## src/rtl/sram_ctl_pkg.sv

```systemverilog
`timescale 1ns/1ps
package sram_ctl_pkg;

   typedef enum logic [2:0] {
      ST_IDLE   = 3'd0,
      ST_READ   = 3'd1,
      ST_TURN   = 3'd2,
      ST_WPULSE = 3'd3,
      ST_WHOLD  = 3'd4
   } sram_st_e;

   typedef struct packed {
      logic ce_n;
      logic we_n;
      logic oe_n;
      logic drive;
   } pin_t;

   // whole cycles covering a nanosecond figure, never less than one
   function automatic int unsigned ns_to_cyc(int unsigned ns, int unsigned clk_ns);
      int unsigned c;
      c = (ns + clk_ns - 1) / clk_ns;
      return (c == 0) ? 1 : c;
   endfunction

   // pin levels that go with each state
   function automatic pin_t pins_of(sram_st_e s);
      pin_t p;
      case (s)
         ST_READ:   p = '{ce_n: 1'b0, we_n: 1'b1, oe_n: 1'b0, drive: 1'b0};
         ST_WPULSE: p = '{ce_n: 1'b0, we_n: 1'b0, oe_n: 1'b1, drive: 1'b1};
         ST_WHOLD:  p = '{ce_n: 1'b0, we_n: 1'b1, oe_n: 1'b1, drive: 1'b1};
         default:   p = '{ce_n: 1'b1, we_n: 1'b1, oe_n: 1'b1, drive: 1'b0};
      endcase
      return p;
   endfunction

endpackage

```

## src/rtl/sram_ctl_fsm.sv

```systemverilog
`timescale 1ns/1ps
module sram_ctl_fsm
   import sram_ctl_pkg::*;
#(
   parameter int unsigned RD_CYC   = 2,
   parameter int unsigned WP_CYC   = 1,
   parameter int unsigned TURN_CYC = 1
) (
   input  logic     clk,
   input  logic     rst_n,
   input  logic     acc,
   input  logic     acc_we,
   output sram_st_e state_q,
   output sram_st_e state_d,
   output logic     cap_en
);

   localparam int unsigned MAX_AB = (RD_CYC > WP_CYC) ? RD_CYC : WP_CYC;
   localparam int unsigned MAXC   = (MAX_AB > TURN_CYC) ? MAX_AB : TURN_CYC;
   localparam int unsigned CNT_W  = (MAXC > 1) ? $clog2(MAXC) : 1;

   logic [CNT_W-1:0] cnt_q, cnt_d;
   logic             cnt_zero;

   assign cnt_zero = (cnt_q == '0);
   assign cap_en   = (state_q == ST_READ) && cnt_zero;

   always_comb begin
      state_d = state_q;
      cnt_d   = cnt_zero ? cnt_q : cnt_q - 1'b1;
      case (state_q)
         ST_IDLE: begin
            if (acc) begin
               if (acc_we) begin
                  state_d = ST_WPULSE;
                  cnt_d   = CNT_W'(WP_CYC - 1);
               end else begin
                  state_d = ST_READ;
                  cnt_d   = CNT_W'(RD_CYC - 1);
               end
            end
         end
         ST_READ: begin
            if (cnt_zero) begin
               state_d = ST_TURN;
               cnt_d   = CNT_W'(TURN_CYC - 1);
            end
         end
         ST_TURN:   if (cnt_zero) state_d = ST_IDLE;
         ST_WPULSE: if (cnt_zero) state_d = ST_WHOLD;
         ST_WHOLD:  state_d = ST_IDLE;
         default:   state_d = ST_IDLE;
      endcase
   end

   always_ff @(posedge clk or negedge rst_n) begin
      if (!rst_n) begin
         state_q <= ST_IDLE;
         cnt_q   <= '0;
      end else begin
         state_q <= state_d;
         cnt_q   <= cnt_d;
      end
   end

endmodule

```

## src/rtl/sram_ctl_pins.sv

```systemverilog
`timescale 1ns/1ps
module sram_ctl_pins
   import sram_ctl_pkg::*;
#(
   parameter int unsigned AW = 15,
   parameter int unsigned DW = 8
) (
   input  logic          clk,
   input  logic          rst_n,
   input  sram_st_e      state_d,
   input  logic          acc,
   input  logic [AW-1:0] addr_in,
   input  logic [DW-1:0] wdata_in,
   output logic [AW-1:0] mem_addr,
   output logic [DW-1:0] mem_dq_out,
   output logic          mem_ce_n,
   output logic          mem_we_n,
   output logic          mem_oe_n,
   output logic          mem_dq_oe
);

   pin_t p_d;
   assign p_d = pins_of(state_d);

   always_ff @(posedge clk or negedge rst_n) begin
      if (!rst_n) begin
         mem_ce_n   <= 1'b1;
         mem_we_n   <= 1'b1;
         mem_oe_n   <= 1'b1;
         mem_dq_oe  <= 1'b0;
         mem_addr   <= '0;
         mem_dq_out <= '0;
      end else begin
         mem_ce_n  <= p_d.ce_n;
         mem_we_n  <= p_d.we_n;
         mem_oe_n  <= p_d.oe_n;
         mem_dq_oe <= p_d.drive;
         if (acc) begin
            mem_addr   <= addr_in;
            mem_dq_out <= wdata_in;
         end
      end
   end

endmodule

```

## src/rtl/sram_ctl_rdcap.sv

```systemverilog
`timescale 1ns/1ps
module sram_ctl_rdcap #(
   parameter int unsigned DW         = 8,
   parameter bit          HOLD_RDATA = 1'b1
) (
   input  logic          clk,
   input  logic          rst_n,
   input  logic          cap_en,
   input  logic [DW-1:0] din,
   output logic [DW-1:0] rdata,
   output logic          rdata_valid
);

   logic [DW-1:0] data_q;

   always_ff @(posedge clk or negedge rst_n) begin
      if (!rst_n) begin
         data_q      <= '0;
         rdata_valid <= 1'b0;
      end else begin
         rdata_valid <= cap_en;
         if (cap_en) data_q <= din;
      end
   end

   generate
      if (HOLD_RDATA) begin : g_hold
         assign rdata = data_q;
      end else begin : g_mask
         assign rdata = rdata_valid ? data_q : '0;
      end
   endgenerate

endmodule

```

## src/rtl/sram_ctl.sv

```systemverilog
`timescale 1ns/1ps
module sram_ctl
   import sram_ctl_pkg::*;
#(
   parameter int unsigned ADDR_W     = 15,
   parameter int unsigned DATA_W     = 8,
   parameter int unsigned CLK_NS     = 10,
   parameter int unsigned T_RD_NS    = 12,
   parameter int unsigned T_WP_NS    = 8,
   parameter int unsigned T_DS_NS    = 7,
   parameter int unsigned T_TURN_NS  = 5,
   parameter bit          HOLD_RDATA = 1'b1
) (
   input  logic              clk,
   input  logic              rst_n,
   input  logic              req_valid,
   output logic              req_ready,
   input  logic              req_we,
   input  logic [ADDR_W-1:0] req_addr,
   input  logic [DATA_W-1:0] req_wdata,
   output logic [DATA_W-1:0] rdata,
   output logic              rdata_valid,
   output logic [ADDR_W-1:0] mem_addr,
   output logic              mem_ce_n,
   output logic              mem_we_n,
   output logic              mem_oe_n,
   output logic [DATA_W-1:0] mem_dq_out,
   output logic              mem_dq_oe,
   input  logic [DATA_W-1:0] mem_dq_in
);

   localparam int unsigned WSTROBE_NS = (T_WP_NS > T_DS_NS) ? T_WP_NS : T_DS_NS;
   localparam int unsigned RD_CYC     = ns_to_cyc(T_RD_NS, CLK_NS);
   localparam int unsigned WP_CYC     = ns_to_cyc(WSTROBE_NS, CLK_NS);
   localparam int unsigned TURN_CYC   = ns_to_cyc(T_TURN_NS, CLK_NS);

   generate
      if (ADDR_W < 1 || DATA_W < 1) begin : g_bad_width
         $error("sram_ctl: address and data widths must be at least one bit");
      end
      if (CLK_NS < 1) begin : g_bad_clk
         $error("sram_ctl: clock period must be a positive number of ns");
      end
   endgenerate

   sram_st_e state_q, state_d;
   logic     cap_en;
   logic     acc;

   assign req_ready = (state_q == ST_IDLE);
   assign acc       = req_valid && req_ready;

   sram_ctl_fsm #(
      .RD_CYC   (RD_CYC),
      .WP_CYC   (WP_CYC),
      .TURN_CYC (TURN_CYC)
   ) u_fsm (
      .clk     (clk),
      .rst_n   (rst_n),
      .acc     (acc),
      .acc_we  (req_we),
      .state_q (state_q),
      .state_d (state_d),
      .cap_en  (cap_en)
   );

   sram_ctl_pins #(
      .AW (ADDR_W),
      .DW (DATA_W)
   ) u_pins (
      .clk        (clk),
      .rst_n      (rst_n),
      .state_d    (state_d),
      .acc        (acc),
      .addr_in    (req_addr),
      .wdata_in   (req_wdata),
      .mem_addr   (mem_addr),
      .mem_dq_out (mem_dq_out),
      .mem_ce_n   (mem_ce_n),
      .mem_we_n   (mem_we_n),
      .mem_oe_n   (mem_oe_n),
      .mem_dq_oe  (mem_dq_oe)
   );

   sram_ctl_rdcap #(
      .DW         (DATA_W),
      .HOLD_RDATA (HOLD_RDATA)
   ) u_rdcap (
      .clk         (clk),
      .rst_n       (rst_n),
      .cap_en      (cap_en),
      .din         (mem_dq_in),
      .rdata       (rdata),
      .rdata_valid (rdata_valid)
   );

endmodule

```

## config.mk

```make
export PLATFORM = sky130hd
export DESIGN_NAME = sram_ctl
export DESIGN_NICKNAME = d
export VERILOG_FILES = /design/src/rtl/sram_ctl_pkg.sv /design/src/rtl/sram_ctl_fsm.sv /design/src/rtl/sram_ctl_pins.sv /design/src/rtl/sram_ctl_rdcap.sv /design/src/rtl/sram_ctl.sv
export SDC_FILE = /design/constraint.sdc
export NUM_CORES = 1
export LEC_CHECK = 0
export BUFFER_PORTS_ARGS = -buffer_cell sky130_fd_sc_hd__buf_2
export CAP_MARGIN = 20
export CORE_ASPECT_RATIO = 1.5
export CORE_MARGIN = 2
export CORE_UTILIZATION = 41
export CTS_CLUSTER_DIAMETER = 200
export DETAILED_ROUTE_END_ITERATION = 6
export PLACE_DENSITY = 0.77
export SETUP_SLACK_MARGIN = 0.15
export SYNTH_ARGS = -nofsm -noshare
export SYNTH_HDL_FRONTEND = slang
export SYNTH_SLANG_ARGS = --single-unit
```

## constraint.sdc

```tcl
create_clock -name clk -period 1.6 [get_ports clk]
set_input_delay 0.32 -clock clk [delete_from_list [all_inputs] [get_ports clk]]
set_output_delay 0.32 -clock clk [all_outputs]
set_load 0.05 [all_outputs]
```

Word level (Yosys, flattened, before mapping)
Index checks and enable logic that the tools add are counted.
{"block": "classes", "bitwise_logic": 1, "mux": 12, "n_eq_ne": 6, "reduce_logical": 3, "n_addsub": 1}
{"op": "two-way mux 3 bit", "n": 4}
{"op": "case mux 3 bit (4 select lines)", "n": 1}
{"op": "case mux 4 bit (3 select lines)", "n": 1}
{"op": "== test 3 x 2 -> 1 bit (second input constant)", "n": 3}
{"op": "== test 3 x 1 -> 1 bit (second input constant)", "n": 2}
{"op": "two-way mux 1 bit", "n": 4}
{"op": "== test 3 bit (second input constant)", "n": 1}
{"op": "logical NOT 3 bit", "n": 1}
{"op": "logical AND 1 bit", "n": 2}
{"op": "two-way mux 2 bit", "n": 1}
{"op": "case mux 1 bit (2 select lines)", "n": 1}
{"op": "inverter 1 bit", "n": 1}
{"op": "subtractor 1 bit (second input constant)", "n": 1}
{"block": "word_totals", "register_bits": 40, "out_inout_bits": 37, "in_bits": 35, "wordCells": 33}

Logic depth before layout (Yosys ltp)
Gate-level depths: netlist of run 1.
{"block": "depth", "word_depth": 6, "mapped_depth": 4, "ltp_nobuf": 2}

By module
Synthesis of run 1 repeated with hierarchy kept, for this count alone.
{"block": "unflattened", "cells_unflattened": 92, "area_unflattened_um2": 1559.0}
{"module": "sram_ctl_pins", "area_each_um2": 1001.0, "seq_area_each_um2": 679.4, "cells_per_inst": 57, "instances": 1}
{"module": "sram_ctl_rdcap", "area_each_um2": 356.6, "seq_area_each_um2": 225.2, "cells_per_inst": 18, "instances": 1}
{"module": "sram_ctl_fsm", "area_each_um2": 181.4, "seq_area_each_um2": 100.1, "cells_per_inst": 15, "instances": 1}
{"module": "sram_ctl", "area_each_um2": 20.0, "seq_area_each_um2": 0.0, "cells_per_inst": 2, "instances": 1}

Least setup slack after synthesis of run 1
No wires, ideal clock.
{"block": "synth_path", "path_kind": "reg-to-output", "start": "register u_fsm.state_q[0]", "end": "output req_ready", "path_slack_ns": -0.334, "arrival_ns": 1.614, "required_ns": 1.280, "n_path_buf": 1, "stages_incl_launch_ff": 3, "cell_sequence": "dfrtp_1 > buf_6 > nor3_1"}
{"block": "synth_between", "elab_chain_cells": 1}
{"element": "from (decl)", "line": "sram_ctl_fsm.sv:13", "text": "output sram_st_e state_q,"}
{"element": "from (signal assigned)", "line": "sram_ctl_fsm.sv:61", "text": "state_q <= state_d;"}
{"element": "logical NOT 3 bit", "line": "sram_ctl.sv:50", "text": "assign req_ready = (state_q == ST_IDLE);"}
{"element": "to (decl)", "line": "sram_ctl.sv:17", "text": "output logic req_ready,"}
No other way between the ends.

Final worst setup path of run 1
{"block": "layout_path", "start": "register u_fsm.state_q[1]", "end": "output req_ready"}
Same word-level chain as after synthesis.

==> results.ini, run 1 <==
[run_status]
status=complete, no violations

[detailed_routing]
routedWlPerCell_um=16.7
drtPass1Iterations=4
ant_nets=0
num_vias=1153
vias_per_cell=4.95
drt_iter0_drc=9
drcViolationCount=0
drt-total-wl_mm=3.88

[global_route]
grt_use_total_pct=17.8
grt_pass1_vias=1148
grt_max_degree=18
grt_pass1_wl_mm=5.40
grt_overflow=0
antenna_found_initial=0

[timing]
setup_viol=0
fin_crit_ns=1.53
slew_viol_final=0
hold_viol=0
grt_setup_unrepaired=yes
slew_headroom_pct=75.9
fin_crit_sh_pct=95.6
setup_tns_ns=0
achievable-frequency_mhz=653
worst_pin_slew_ns=0.362
skew_ns=0.00624

[worst_setup_path]
path_cells=buf_6 > nor3_4 > buf_6
cpPeakStageDelay_ns=0.44
crit_cells=3
startpoint=u_fsm.state_q[1]
r2r-start=u_fsm.state_q[0]
crit_family=flip-flops
cp_num_buf_inv=2
endpoint=req_ready
end_kind=output pin
worstSetupPathType=reg2out
critPathMaxFanout=4
r2r-end=u_pins.mem_addr[12]
crit_slowest_cell=dfrtp_2
rr_worst_depth=4
reg2reg_slack_ns=0.08
crit_required_ns=1.28
cp_common_cell=buf_6
worstPathArrival_ns=1.21
worst_setup_path_start_kind=register

[clock_tree]
worstSkewPairLatency_ns=0.29
htree_levels=2
clkSinkCount=40
ctsRootBufferMaster=clkbuf_8
tritoncts=yes
max-clock-path-buffers=2
clk_pin_slew_ns=0.07
cts_buffers=5

[floorplanning]
initial_core_util_pct=42.8
die_y_um=79.6
dieArea_um2=4330
io_pins=72
row_count=27
die_w_um=54.4
core_area_um2=3650

[placed_design]
hpwl_mm=2.59
numPortBuffers=71
gp_congestion=0.797

[logic_synthesis]
synth_fp_nets=131
synth_area_leader_cell=dfrtp_1
synthTopCellsByArea=dfrtp_1 59%, mux2_2 22%, dfstp_2 5.0%
synthesis.instances=96
yosysWarnings=0
synth_cell_types=18
ys_ff_latch=40
synth_area_per_cell_um2=16.3
netlist_area_um2=1560
netlist.area_leader.share_pct=59.3
seq_area_frac_synth_pct=64.3

[layout]
synthToLayoutAreaGrowth_pct=50.0
nets=224
nFillCells=270
layout-drive-gt1-share_pct=73.7
num_antenna_cells=0

[flow_run]
maxCapViolCount=0

[min_path]
holdCritPathClass=in2reg

-- cell type report --
| class | instances | area [µm²] | area share, % |
|---|---|---|---|
| Clock buffer | 6 | 72.6 | 3.10 |
| Multi-Input combinational cell | 51 | 598 | 25.5 |
| Clock inverter | 2 | 35.0 | 1.50 |
| Timing Repair Buffer | 91 | 574 | 24.5 |
| Tap cell | 43 | 53.8 | 2.30 |
| Sequential cell | 40 | 1010 | 43.1 |
-- registers in the layout, summed over array words and instances, names as in the netlist --
signal,flops
u_rdcap.rdata,8
u_rdcap.rdata_valid,1
u_fsm.state_q,3
u_pins.mem_ce_n,1
u_pins.mem_addr,15
u_fsm.cnt_q,1
u_pins.mem_dq_oe,1
u_pins.mem_we_n,1
u_pins.mem_oe_n,1
u_pins.mem_dq_out,8
-- synth_stat cells --
master and count:
nand2_1 3, a31oi_1 1, o21ai_0 1, nor2b_1 1, nand4bb_1 1, nand3_1 1, mux2_2 30, a21oi_1 2
dfstp_2 3, nor4b_4 2, dfrtp_1 37, buf_4 3, mux2_1 1, a211o_1 1, or3b_2 3, buf_6 2
a21o_1 2, nor3_1 2
-- routing by layer --
| metal | vias up | track usage, % | part of all wire [%] |
|---|---|---|---|
| met5 | - | 0 | 0 |
| met4 | 0 | 9.00 | 2.4 |
| met3 | 10 | 4.49 | 5.1 |
| met2 | 47 | 31.1 | 58 |
| met1 | 572 | 18.9 | 34 |
| li1 | 524 | - | - |
-- per-stage QoR --
stage | setup slack, ns | utilization (%) | std cells | area (µm²) | hold WS, ns
final | 0.0696 | 64.2 | 233 | 2340 | 0.253
after global routing | 0.00858 | 64.2 | 233 | 2340 | 0.241
after global placement | 0.112 | 55.4 | 211 | 2020 | 0.239
after detailed placement | 0.0151 | 55.4 | 211 | 2020 | 0.255
after floorplan | 0.0913 | - | 96 | 1610 | 0.0244
after CTS | 0.0606 | 61.2 | 226 | 2230 | 0.228
-- worst reg2reg max path: cells and delay by family, from the launching register on --
kind,cells,cell delay [ns]
DFF,1,0.44
muxes,1,0.34
buffers and inverters,2,0.34
and+or+nand+nor,1,0.30
-- worst min-delay path by stage --
| stage | from | end | slack (ns) | cells past startpoint |
|---|---|---|---|---|
| 5_1_grt | req_wdata[5] | u_pins.mem_dq_out[5] | 0.24 | 2 |
| 6_report | req_we | u_fsm.cnt_q | 0.25 | 2 |
| 4_1_cts | req_we | u_fsm.cnt_q | 0.23 | 2 |
| 3_5_place_dp | rst_n | u_pins.mem_addr[2] | 0.25 | 1 |
| 3_3_place_gp | rst_n | u_pins.mem_dq_oe | 0.24 | 1 |
| 2_1_floorplan | rst_n | u_fsm.cnt_q | 0.02 | 0 |
-- timing repair --
item,in CTS,in global routing
gates resized for setup,7,14
cloned,1,3
pin swaps,0,2
setup endpoints to repair,32,32
hold endpoints to repair,12,0
hold buffers,1,0
buffers inserted,5,4
-- cells by family after synthesis --
logic type	share of synthesized area, %
DFF	64.3
muxes	22.4
AOI/OAI and AO/OA	2.88
buffers and inverters	2.88
and+or+nand+nor	7.53
-- cell usage in the layout (no fill, tap or decap) --
cell	netlist	routed
buf_12	0	1
nor3_4	0	1
buf_6	2	5
nor4b_4	2	2
clkbuf_16	0	2
or3b_2	3	3
dfrtp_2	0	3
clkbuf_1	0	1
a21oi_1	2	2
bufinv_16	0	1
clkinv_2	0	1
a31oi_1	1	1
buf_2	0	71
buf_4	3	11
a21o_1	2	2
nand2_1	3	3
nor3_1	2	1
dfstp_2	3	3
clkbuf_8	0	5
nor2b_1	1	1
o21ai_0	1	1
nand3_1	1	1
a211o_1	1	1
mux2_4	0	20
mux2_2	30	11
nand4bb_1	1	1
dfrtp_1	37	34
dlygate4sd3_1	0	1
Power of run 1 is not shown: default switching activity piles up to over one toggle a cycle in this logic, so the estimate is an artifact.
==> run 2, diff against run 1 <==
SYNTH_HIERARCHICAL = 1   (was not set)
==> run 2 against run 1 <==
Net effect:
- the flow now finishes with violations (setup timing)
- sequential cell count stayed put
- sequential share of layout area is 3.1 points lower
- routed wire length is 7.4% higher
- non-clock buffer count stayed put
==> results.ini, run 2 <==
[worst_setup_path]
worstSetupPathType=reg2reg
rr_worst_depth=4
worstPathArrival_ns=2.00
endpoint=u_pins/mem_oe_n
worst_setup_path_start_kind=register
critPathMaxFanout=5
r2r-end=u_pins/mem_oe_n
crit_required_ns=1.81
r2r-start=u_fsm/state_q[1]
reg2reg_slack_ns=-0.20
startpoint=u_fsm/state_q[1]
end_kind=register

[layout]
layout-drive-gt1-share_pct=77.0
final_common_cell=buf_2
nets=222
nFillCells=244
largest_reg_flops=15
num_antenna_cells=0
fin_area_um2=2510
multi_input_area_um2=714
regMostFlops=u_pins/mem_addr
fin_cells=230
synthToLayoutAreaGrowth_pct=61.3
seqCellArea_um2=1010
final_cell_mix=70 x buf_2, 36 x dfrtp_1, 31 x mux2_4

[logic_synthesis]
synth_cell_types=21
netlist.area_leader.share_pct=59.4
synth_edf_count=0
async_flop_share_pct=100
seq_area_frac_synth_pct=64.4
synthFlopType=dfrtp_1
synth_area_per_cell_um2=16.9
netlist_top_cells_count=37 x dfrtp_1, 23 x mux2_2, 8 x mux2_4
synth_fp_nets=127
yosysWarnings=6
synthesis.instances=92
synthTopCellsByArea=dfrtp_1 59%, mux2_2 17%, mux2_4 7.7%
netlist_area_um2=1560
ys_ff_latch=40
yosys.cell_count.top_type=dfrtp_1
synth_area_leader_cell=dfrtp_1

[floorplanning]
die_y_um=79.5
die_w_um=54.4
row_count=27
core_area_um2=3650
dieArea_um2=4320
initial_core_util_pct=42.7
io_pins=72

[timing]
hold_viol=0
achievable-frequency_mhz=557
hold_slack_ns=0.261
grt_setup_unrepaired=yes
worst_pin_slew_ns=0.403
fin_crit_sh_pct=112
setup_viol=18
slew_headroom_pct=73.1
fin_crit_ns=1.80
fin_ws_ns=-0.195
slew_viol_final=0
skew_ns=0.00397

[min_path]
holdCritPathClass=in2reg
hold_path_depth=2

[flow_run]
maxCapViolCount=0

[clock_tree]
tritoncts=yes
clk_pin_slew_ns=0.08
max-clock-path-buffers=2
cts_buffers=5
clkSinkCount=40
htree_levels=2
worstSkewPairLatency_ns=0.29
ctsRootBufferMaster=clkbuf_8

[global_route]
grt_pass1_vias=1214
grt_pass1_wl_mm=5.65
grt_overflow=0
grt_use_total_pct=18.8
grt_max_degree=25
antenna_found_initial=0

[placed_design]
numPortBuffers=71
numPlacedInstances=213
gp_congestion=0.755
hpwl_mm=2.69
dpl_cell_area_um2=2120
place_ws_ns=-0.238

[run_status]
status=finished, violations left
violations=setup timing

[detailed_routing]
drtPass1Iterations=4
drcViolationCount=0
drt_iter0_drc=20
vias_per_cell=5.09
ant_nets=0
drt-total-wl_mm=4.17
routedWlPerCell_um=18.1
num_vias=1170

==> run 2: cell type report <==
class                      count  area share [%]
multi-input combinational     49            28.4
clock inverter                 2            2.39
timing repair buffer          91            24.3
sequential                    40            40.0
tap                           43            2.14
clock buffer                   5            2.74
==> run 2: what timing repair did <==
| item | CTS | global route |
|---|---|---|
| pin swaps | 5 | 4 |
| hold buffers | 1 | 0 |
| setup endpoints to repair | 32 | 40 |
| cloned | 2 | 1 |
| gates resized for setup | 26 | 6 |
| buffers inserted | 5 | 1 |
| endpoints found under the hold margin | 13 | 0 |
==> run 2: worst max-delay path, stage by stage (launching register included) <==
cell and delay, ns:
dfrtp_1 0.41, nor4b_4 0.30, or3b_4 0.43, a21oi_4 0.18
or3b_4 0.39
==> run 2: worst min path at each step <==
stage,startpoint,slack (ns),to
CTS,req_we,0.20,u_fsm/cnt_q
global route,req_addr[1],0.25,u_pins/mem_addr[1]
global placement,rst_n,0.26,u_pins/mem_addr[7]
finish,req_wdata[6],0.26,u_pins/mem_dq_out[6]
floorplan,rst_n,0.02,u_fsm/cnt_q
detailed placement,rst_n,0.28,u_pins/mem_addr[4]
==> run 2: stage by stage <==
step                      utilization, %  TNS [ns]
final                               68.9    -0.962
after global placement              58.1    -0.301
after floorplan                        -     -1.15
after global routing                68.9     -2.01
after detailed placement            58.1    -0.685
after CTS                           66.7    -0.641
==> run 2: cell families (layout without fill, tap and decap cells) <==
logic type / Yosys count / count (layout) / share of synthesized area [%]
flops: 40 / 40 / 64.4
mux: 32 / 32 / 25.0
simple gates: 14 / 14 / 7.06
compound gates: 3 / 3 / 1.36
buf+inv: 3 / 98 / 2.17
==> run 2: layer usage <==
metal	wire length [µm]	GRT usage [%]	vias up
met5	0	0	-
met4	119	12.5	0
met3	210	4.12	8
met2	2350	32.5	53
met1	1490	19.0	592
li1	-	-	517
Power of run 2 is left out for the same reason.
==> run 3, diff against run 2 <==
ABC_AREA = 1   (was not set)
BUFFER_PORTS_ARGS = -buffer_cell sky130_fd_sc_hd__buf_4   (was -buffer_cell sky130_fd_sc_hd__buf_2)
CORE_UTILIZATION = 42   (was 41)
TNS_END_PERCENT = 10   (was not set)
==> run 3 against run 2 <==
Net effect:
- the flow finishes with violations (hold timing)
- design area down 1.5%
- utilization down 6.4 points
- worst setup slack better by 0.35 ns
- sequential cell count unchanged
- critical path depth up 5
- final cell count up 34%
- critical endpoint is now u_pins/mem_ce_n
==> results.ini, run 3 <==
[clock_tree]
clkSinkCount=40
tritoncts=yes
htree_levels=2
clk_pin_slew_ns=0.07
hold_buffers=0
ctsRootBufferMaster=clkbuf_8
worstSkewPairLatency_ns=0.28
max-clock-path-buffers=2
cts_buffers=5

[layout]
nets=297
synthToLayoutAreaGrowth_pct=43.0
layout-drive-gt1-share_pct=49.4
seqCellArea_um2=1000
final_cell_mix=77 x buf_4, 54 x nand2_1, 37 x dfrtp_1
largest_reg_flops=15
regMostFlops=u_pins/mem_addr
multi_input_area_um2=569
final_common_cell=buf_4
num_antenna_cells=0
nFillCells=339

[logic_synthesis]
synth_area_leader_cell=dfrtp_1
async_flop_share_pct=100
seq_area_frac_synth_pct=58.0
synth_cell_types=16
netlist_area_um2=1730
yosys.cell_count.top_type=nand2_1
synth_fp_nets=216
synth_area_per_cell_um2=9.57
ys_ff_latch=40
synthFlopType=dfrtp_1
netlist_top_cells_count=58 x nand2_1, 37 x dfrtp_1, 32 x inv_1
netlist.area_leader.share_pct=53.4
yosysWarnings=6
synthTopCellsByArea=dfrtp_1 53%, nand2_1 13%, o21ai_2 9.6%
synth_edf_count=0
synthesis.instances=181

[floorplanning]
row_count=28
die_w_um=56.4
die_y_um=82.7
core_area_um2=3960
dieArea_um2=4670
initial_core_util_pct=43.8
io_pins=72

[timing]
hold_slack_ns=-0.000240
slew_viol_final=0
slew_headroom_pct=67.1
fin_crit_ns=1.45
hold_viol=2
achievable-frequency_mhz=690
skew_ns=0.00788
grt_setup_unrepaired=yes
fin_crit_sh_pct=90.6
worst_pin_slew_ns=0.493
setup_viol=0
setup_tns_ns=0

[detailed_routing]
drt-total-wl_mm=3.57
routedWlPerCell_um=11.6
drt_iter0_drc=59
wl_met2_mm=1.92
num_vias=1393
ant_nets=0
drcViolationCount=0
met3_length_um=238
top_layer_used=met4
wl_met1_mm=1.36
vias_per_cell=4.52
drtPass1Iterations=3

[global_route]
grt_pass1_wl_mm=5.78
grt_overflow=0
grt_use_total_pct=16.0
grt_pass1_vias=1267
grt_max_degree=47
antenna_found_initial=0

[flow_run]
maxCapViolCount=0

[min_path]
holdCritPathClass=in2async

[worst_setup_path]
critPathMaxFanout=4
worst_setup_path_start_kind=register
worstSetupPathType=reg2reg
end_kind=register
path_cells=nor2_2 > nand2_2 > nor2_4 > buf_4 > nand2_2 > a21oi_4 > inv_2 > nor2_4 > a21oi_1
cpPeakStageDelay_ns=0.39
crit_slowest_cell=dfrtp_1
worstPathArrival_ns=1.65
crit_required_ns=1.80

[placed_design]
hpwl_mm=2.46
gp_congestion=0.905
numPortBuffers=71

[run_status]
violations=hold timing
status=finished, violations left

==> run 3: cell type report <==
type                            instances  share of cell area, %
Tap cell                               45                   2.27
Inverter                               34                   5.15
Multi-Input combinational cell        101                   23.0
Timing Repair Buffer                   80                   25.4
Sequential cell                        40                   40.6
Clock buffer                            8                   3.64
==> run 3: path summary, 6_finish.rpt <==
kind	start	to	slack, ns	cells past startpoint
min in group clk	req_we	u_fsm/cnt_q	0.20	2
min reg2reg	u_rdcap/rdata[0]	u_rdcap/rdata[0]	0.47	2
max in group asynchronous	rst_n	u_pins/mem_ce_n	1.23	1
min	rst_n	u_pins/mem_dq_out[7]	-0.0002	1
max	u_fsm/state_q[1]	u_pins/mem_ce_n	0.15	9
max reg2reg	u_fsm/state_q[1]	u_pins/mem_ce_n	0.15	9
==> run 3: cell families (layout without fill, tap and decap cells) <==
group,after synthesis,in the layout,synth area share [%]
AO/OA/AOI/OAI,26,26,11.6
buffers and inverters,40,122,12.2
flip-flops,40,40,58.0
AND/OR/NAND/NOR,75,75,18.2
==> run 3: timing repair <==
action | 4_1_cts | 5_1_grt
endpoints found under the setup margin | 4 | 25
setup buffers | 3 | 3
pin swaps | 5 | 11
gates resized for setup | 5 | 14
==> run 3: routing by layer <==
| metal | vias up | track usage (%) |
|---|---|---|
| met5 | - | 0 |
| met4 | 0 | 4.76 |
| met3 | 6 | 5.76 |
| met2 | 49 | 27.3 |
| met1 | 636 | 18.9 |
| li1 | 702 | - |
==> run 3: worst max-delay path, delay by kind of cell, from the launching register on <==
kind                   cells  cell delay [ns]
buffers and inverters      2             0.20
AO/OA/AOI/OAI              2             0.26
flip-flops                 1             0.39
AND/OR/NAND/NOR            5             0.53
==> run 3: per-stage QoR <==
stage	cells	hold slack, ns	setup slack, ns	instance area (µm²)	util [%]
CTS	305	0.0136	0.151	2420	61.0
floorplan	181	0.0244	0.207	1730	-
detailed placement	294	0.323	0.0763	2290	57.9
global placement	294	0.324	0.158	2290	57.9
global route	308	0.0213	0.0713	2480	62.6
finish	308	-0.000240	0.150	2480	62.6
Power of run 3 is left out for the same reason.
